File: src/rtl/hwc_pkg.sv
package hwc_pkg;
    typedef enum logic {
        OVF_RFULL = 1'b0,
        OVF_SYNC  = 1'b1
    } ovf_kind_e;

    localparam int          CODE_W     = 3;
    localparam logic [2:0]  RFULL_CODE = 3'd0;
    localparam logic [2:0]  SYNC_CODE  = 3'd4;
    localparam int          STEP_W     = 2;
endpackage

File: src/rtl/hwc_step_decode.sv
module hwc_step_decode
    import hwc_pkg::*;
(
    input  logic              ret_valid,
    input  logic              ret_wide,
    input  logic              ret_abort,
    output logic [STEP_W-1:0] step
);
    always_comb begin
        if (ret_valid && !ret_abort) begin
            step = ret_wide ? STEP_W'(2) : STEP_W'(1);
        end else begin
            step = '0;
        end
    end
endmodule

File: src/rtl/hwc_sat_add.sv
module hwc_sat_add
    import hwc_pkg::*;
#(
    parameter int W = 8
) (
    input  logic [W-1:0]      base,
    input  logic [STEP_W-1:0] step,
    output logic [W-1:0]      total,
    output logic              hit,
    output logic [W-1:0]      excess
);
    localparam logic [W:0] LIMIT = {1'b0, {W{1'b1}}};

    logic [W:0] sum_ext;
    logic [W:0] over_ext;

    always_comb begin
        sum_ext  = {1'b0, base} + (W + 1)'(step);
        hit      = (sum_ext >= LIMIT);
        over_ext = sum_ext - LIMIT;
        total    = hit ? LIMIT[W-1:0] : sum_ext[W-1:0];
        excess   = hit ? over_ext[W-1:0] : '0;
    end
endmodule

File: src/rtl/hwc_ovf_policy.sv
module hwc_ovf_policy
    import hwc_pkg::*;
(
    input  logic              mode_hist,
    input  logic              sync_sel,
    input  logic              pend,
    input  ovf_kind_e         kind_held,
    output ovf_kind_e         kind_new,
    output logic [CODE_W-1:0] code
);
    always_comb begin
        if (!mode_hist && sync_sel) begin
            kind_new = OVF_SYNC;
        end else begin
            kind_new = OVF_RFULL;
        end
        if (!pend) begin
            code = RFULL_CODE;
        end else if (kind_held == OVF_SYNC) begin
            code = SYNC_CODE;
        end else begin
            code = RFULL_CODE;
        end
    end
endmodule

File: src/rtl/hw_retire_counter.sv
module hw_retire_counter
    import hwc_pkg::*;
#(
    parameter int CNT_W = 8
) (
    input  logic             clk,
    input  logic             rst_n,
    input  logic             ret_valid,
    input  logic             ret_wide,
    input  logic             ret_abort,
    input  logic             trace_start,
    input  logic             cnt_sent,
    input  logic             mode_hist,
    input  logic             sync_sel,
    output logic [CNT_W-1:0] hw_count,
    output logic             cnt_full,
    output logic             ovf_pend,
    output logic             ovf_is_sync,
    output logic [2:0]       ovf_code
);
    localparam logic [CNT_W-1:0] CNT_MAX = {CNT_W{1'b1}};

    typedef struct packed {
        logic [CNT_W-1:0] count;
        logic [CNT_W-1:0] spare;
        logic             pend;
        ovf_kind_e        kind;
    } hwc_state_t;

    hwc_state_t st_d, st_q;

    logic [STEP_W-1:0] step;
    logic [CNT_W-1:0]  main_base;
    logic [CNT_W-1:0]  main_total, main_excess;
    logic              main_hit;
    logic [CNT_W-1:0]  spare_total, spare_excess;
    logic              spare_hit;
    ovf_kind_e         kind_new;
    logic              hold_event;

    hwc_step_decode u_step (
        .ret_valid (ret_valid),
        .ret_wide  (ret_wide),
        .ret_abort (ret_abort),
        .step      (step)
    );

    always_comb begin
        if (trace_start) begin
            main_base = '0;
        end else if (st_q.pend) begin
            main_base = st_q.spare;
        end else if (cnt_sent) begin
            main_base = '0;
        end else begin
            main_base = st_q.count;
        end
    end

    hwc_sat_add #(.W(CNT_W)) u_main_add (
        .base   (main_base),
        .step   (step),
        .total  (main_total),
        .hit    (main_hit),
        .excess (main_excess)
    );

    hwc_sat_add #(.W(CNT_W)) u_spare_add (
        .base   (st_q.spare),
        .step   (step),
        .total  (spare_total),
        .hit    (spare_hit),
        .excess (spare_excess)
    );

    hwc_ovf_policy u_policy (
        .mode_hist (mode_hist),
        .sync_sel  (sync_sel),
        .pend      (st_q.pend),
        .kind_held (st_q.kind),
        .kind_new  (kind_new),
        .code      (ovf_code)
    );

    assign hold_event = st_q.pend && !cnt_sent && !trace_start;

    always_comb begin
        st_d = st_q;
        if (hold_event) begin
            st_d.count = CNT_MAX;
            st_d.spare = spare_total;
        end else begin
            st_d.count = main_total;
            st_d.pend  = main_hit;
            st_d.spare = main_hit ? main_excess : '0;
            if (main_hit) begin
                st_d.kind = kind_new;
            end
        end
    end

    always_ff @(posedge clk or negedge rst_n) begin
        if (!rst_n) begin
            st_q <= '{count: '0, spare: '0, pend: 1'b0, kind: OVF_RFULL};
        end else begin
            st_q <= st_d;
        end
    end

    assign hw_count    = st_q.count;
    assign cnt_full    = (st_q.count == CNT_MAX);
    assign ovf_pend    = st_q.pend;
    assign ovf_is_sync = (st_q.kind == OVF_SYNC) && st_q.pend;
endmodule

File: config.mk
export PLATFORM = sky130hd
export DESIGN_NAME = hw_retire_counter
export DESIGN_NICKNAME = d
export VERILOG_FILES = /design/src/rtl/hwc_pkg.sv /design/src/rtl/hwc_step_decode.sv /design/src/rtl/hwc_sat_add.sv /design/src/rtl/hwc_ovf_policy.sv /design/src/rtl/hw_retire_counter.sv
export SDC_FILE = /design/constraint.sdc
export NUM_CORES = 1
export LEC_CHECK = 0
export ABC_CLOCK_PERIOD_IN_PS = 3200
export BUFFER_PORTS_ARGS = -buffer_cell sky130_fd_sc_hd__buf_2
export CELL_PAD_IN_SITES_DETAIL_PLACEMENT = 1
export CELL_PAD_IN_SITES_GLOBAL_PLACEMENT = 2
export CORE_ASPECT_RATIO = 1.1
export CORE_MARGIN = 2
export CORE_UTILIZATION = 31
export CTS_CLUSTER_SIZE = 25
export DETAILED_ROUTE_END_ITERATION = 6
export GPL_ROUTABILITY_DRIVEN = 0
export PLACE_DENSITY_LB_ADDON = 0.1
export SETUP_SLACK_MARGIN = 0.2
export SYNTH_ARGS = -nofsm -noshare
export SYNTH_HDL_FRONTEND = slang
export SYNTH_SLANG_ARGS = --single-unit
File: constraint.sdc
create_clock -name clk -period 3.2 [get_ports clk]
set_clock_uncertainty 0.05 [all_clocks]
set_input_delay 0.32 -clock clk [delete_from_list [all_inputs] [get_ports clk]]
set_output_delay 0.32 -clock clk [all_outputs]
set_load 0.05 [all_outputs]
Word level (Yosys, flattened, before mapping)
Index checks and enable logic that the tools add are counted.

Flip-flop bits (word level): 18. Latch bits: 0. Memory bits (writable): 0. Memory bits (read-only): 0. Bits of input ports: 9. Output and inout bits: 14. Word-level logic and storage cells: 33. Memories: 0.

Add/subtract/negate cells: 3. Multipliers: 0. Div/mod/pow operators: 0. Order comparisons: 2. Equal/unequal tests: 1. Shift-type cells: 0. Muxes and demuxes: 12. Bitwise logic cells: 1. Reductions and logical operators: 10.

Operator list (number): 2-to-1 mux 8 bit (6); adder 8 x 2 -> 9 bit (2); greater-or-equal comparator 9 x 8 -> 1 bit, second input constant (2); 2-to-1 mux 16 bit (1); equality test 8 bit, second input constant (1); subtractor 8 bit, second input constant (1); 2-to-1 mux 3 bit (2); logical AND 1 bit (5); logical NOT 1 bit (4); 2-to-1 mux 2 bit (2); AND reduction 2 bit (1); 2-to-1 mux 1 bit (1); NOT 1 bit (1).

Logic depth before layout (Yosys ltp)
Depth in word-level cells: 7. Gate-level depth with buffers: 13.

Hierarchy
From an unflattened synthesis, not the netlist that was laid out.

Cells, all modules: 215. Area total of the unflattened synthesis: 1835.5 um2.

By module, submodules not included: hw_retire_counter (times used 1, cells an instance 98, area an instance 974.7 um2); hwc_sat_add (times used 2, cells an instance 55, area an instance 400.4 um2); hwc_ovf_policy (times used 1, cells an instance 5, area an instance 38.8 um2); hwc_step_decode (times used 1, cells an instance 2, area an instance 21.3 um2).

Worst setup path before layout
OpenSTA, ideal clock, no wires.

Path kind: register to register. Start: register st_q (netlist bit ovf_pend). End: register st_q[0] (netlist name). Arrival: 3.293 ns. Required time: 3.025 ns. Path slack: -0.268 ns. Cell stages (with the launch flop): 13. Buffers on the path: 2. Period minus slack after synthesis: 3.468 ns. Cells stage by stage: dfrtp_1 > buf_2 > clkbuf_1 > nor2_1 > a22oi_1 > nor2_1 > ha_1 > ha_1 > o2111a_1 > nor3_1 > nor4_4 > a41oi_4 > mux2_4.

Cells in the longest elaborated chain, start to end: 5.

RTL lines: start: declaration (RTL line hw_retire_counter.sv:30) `hwc_state_t st_d, st_q;`; start signal: assignment (RTL line hw_retire_counter.sv:104) `st_q <= '{count: '0, spare: '0, pend: 1'b0, kind: OVF_RFULL};`; start signal: assignment (RTL line hw_retire_counter.sv:106) `st_q <= st_d;`; 2-to-1 mux 8 bit (RTL line hw_retire_counter.sv:51) `end else if (st_q.pend) begin`; 2-to-1 mux 8 bit (RTL line hw_retire_counter.sv:49) `if (trace_start) begin`; adder 8 x 2 -> 9 bit (RTL line hwc_sat_add.sv:18) `sum_ext = {1'b0, base} + (W + 1)'(step);`; greater-or-equal comparator 9 x 8 -> 1 bit (RTL line hwc_sat_add.sv:19) `hit = (sum_ext >= LIMIT);`; AND reduction 2 bit (no source line) (*).

Every way passes the cells marked *; elsewhere a longest branch is shown, timed or not. A chain may end at the register's enable or synchronous reset.

Worst setup path after layout
Same ends and word-level chain as after synthesis.

==> flow_summary.ini <==
[setup_path]
crit_fanout = 6
rr_startpoint = ovf_pend
end_kind = flop
cp.arrival_ps = 3110
startpoint = ovf_pend
crit_type = flop to flop
rr_worst_depth = 9
required_ps = 3290
setup.worst_path.start_class = flop

[yosys]
synth_edf_count = 0
synthTopCellsByArea = dfrtp_1 30%, buf_4 5.4%, nand2_1 4.2%
synth_cell_types = 56
synthCells = 170
syn_area_per_cell_um2 = 8.972
ys_seq_elements = 18
ys.flop_type = dfrtp_1
async_reset_ff_frac = 1.000
seq_area_frac_synth = 0.2953
netlist.top_cell.by_area = dfrtp_1
synth_top_area_share = 0.2953
netlist_area_um2 = 1525
ys_warn_count = 0

[floorplan]
die_h_um = 77.57
pin_count = 23
num_rows = 26
die_w_um = 70.88
start_util = 0.3256
core-area_um2 = 4684
dieArea_um2 = 5498

[hold_path]
worstHoldPathCells = 3
worstHoldPathType = input port to flop
min_from = sync_sel

[sta]
period_share = 0.9411
hold_viol_final = 0
setup_ws_ps = 188.5
min_period_ps = 3011
drv_slew = 0
setup_tns_ps = 0
fmax_ghz = 0.3321
hold_ws_ps = 376.2
setup_viol = 0
rsz0062_at_grt = true

[finish]
fillCellCount = 556
drive_gt1_frac = 0.3757
final_util = 0.3948
final_nets = 204
antenna_cells = 0
instances_no_fill = 245
final_cell_area_um2 = 1849
syn_to_final_growth_pct = 21.25

[pwr]
vdd_drop_max_mv = 0.1142
p_leak_nw = 0.8318
p_total_mw = 0.4768
powerDensity_nw_per_um2 = 257.8

[placement]
io_buffer_count = 20
place_area_um2 = 1644
dp_hpwl_um = 3423
post-place-cells = 235
dp_slack_ps = 96.29

[detailed_routing]
drc = 0
drt_wl_total_um = 4550
wl_met3_um = 105
top_layer_used = met4
detail_route.wl_per_cell_um = 18.57
drtPass1Iterations = 4
drtAntennaViolNets = 0
met2_length_um = 2322
vias = 1357
vias_per_cell = 5.539
met1_length_um = 2052
initialDrtViolationCount = 42

[global_routing]
antenna_found_initial = 0
grt_pass1_vias = 1402
track_usage = 0.1695
grt_max_degree = 19
overflow = 0
grt_pass1_wl_um = 7307

[run_status]
status = finished, final reports clean

[clock_network]
cts_buffer_depth = 2
tritoncts = yes
clk_pin_slew_worst_paths_ps = 80
root_buffer = clkbuf_8
htreeDepth = 1
cts_buffers = 3
clk_latency_ps = 260
cts.sinks = 18

[flow_run]
cap_violations = 0
==> flip-flops by register name, indices dropped and copies added (netlist names) <==
register and flops:
st_q 9, ovf_pend 1, hw_count 8
==> metal layers <==
metal,GRT usage,vias up
li1,-,648
met1,0.2246,680
met4,0.06415,0
met3,0.01818,8
met2,0.2822,21
met5,0,-
==> worst max-delay path: stages (launching register included) <==
cell,delay [ps]
dfrtp_2,480
or3b_4,420
a211oi_2,240
or2_2,140
ha_1,240
nor2_1,120
o211a_1,320
nor4_4,370
a41oi_4,180
mux2_4,320
==> power breakdown <==
part	internal [mW]	switching [mW]	leakage (nW)
Combinational	0.0165	0.0341	0.554
Sequential	0.229	0.00174	0.249
Clock	0.110	0.0859	0.0288
Total	0.355	0.122	0.832
==> cell usage in the layout (no fill, tap or decap), types with 4 or more instances in the layout <==
cell type / Yosys / layout
a21o_1: 5 / 5
a21oi_1: 5 / 4
buf_2: 2 / 20
buf_4: 11 / 7
clkbuf_8: 0 / 4
dfrtp_1: 18 / 17
ha_1: 5 / 4
nand2_1: 17 / 12
nand2_2: 0 / 5
nand3_1: 4 / 4
nor2_1: 12 / 11
o21ai_0: 11 / 8
xnor2_1: 5 / 4
==> cell usage after synthesis, drive strengths merged (5+ instances only) <==
cell   instances
dfrtp         18
nand2         17
buf           14
nor2          12
o21ai         11
xnor2          6
a21o           5
a21oi          5
ha             5
xor2           5
==> area by class of cell <==
| type | count | area [um^2] | area share |
|---|---|---|---|
| inverters | 3 | 11.26 | 0.006089 |
| flip-flops and latches | 18 | 451.7 | 0.2442 |
| repair buffers | 30 | 188.9 | 0.1022 |
| multi-input cells | 134 | 1072 | 0.5798 |
| well taps | 56 | 70.07 | 0.03789 |
| clock buffers | 4 | 55.05 | 0.02977 |
==> path summary, 6_finish.rpt <==
path                       slack (ps)  endpoint
max                               190   st_q[0]
min                               380   st_q[0]
max reg2reg                       190   st_q[0]
min reg2reg                       490   st_q[0]
max in group asynchronous        2310  ovf_pend
min in group asynchronous         470  ovf_pend
==> cell families (layout without fill, tap and decap cells) <==
group / after synthesis / after routing / synth area share
AND/OR/NAND/NOR: 69 / 69 / 0.2617
AO/OA/AOI/OAI: 43 / 43 / 0.2207
buffers and inverters: 19 / 37 / 0.07547
flip-flops: 18 / 18 / 0.2953
XOR/XNOR: 11 / 11 / 0.07301
adder cells (fa/ha/maj): 6 / 6 / 0.04758
multiplexers: 3 / 3 / 0.02379
other: 1 / 2 / 0.002459
==> timing repair <==
| item | in CTS | in global routing |
|---|---|---|
| buffers inserted | 4 | 1 |
| pin swaps | 5 | 10 |
| hold endpoints to repair | 18 | 0 |
| resized for setup | 2 | 24 |
| endpoints found under the setup margin | 7 | 17 |
| hold buffers | 1 | 0 |
Power figures use the tool's default switching activity.
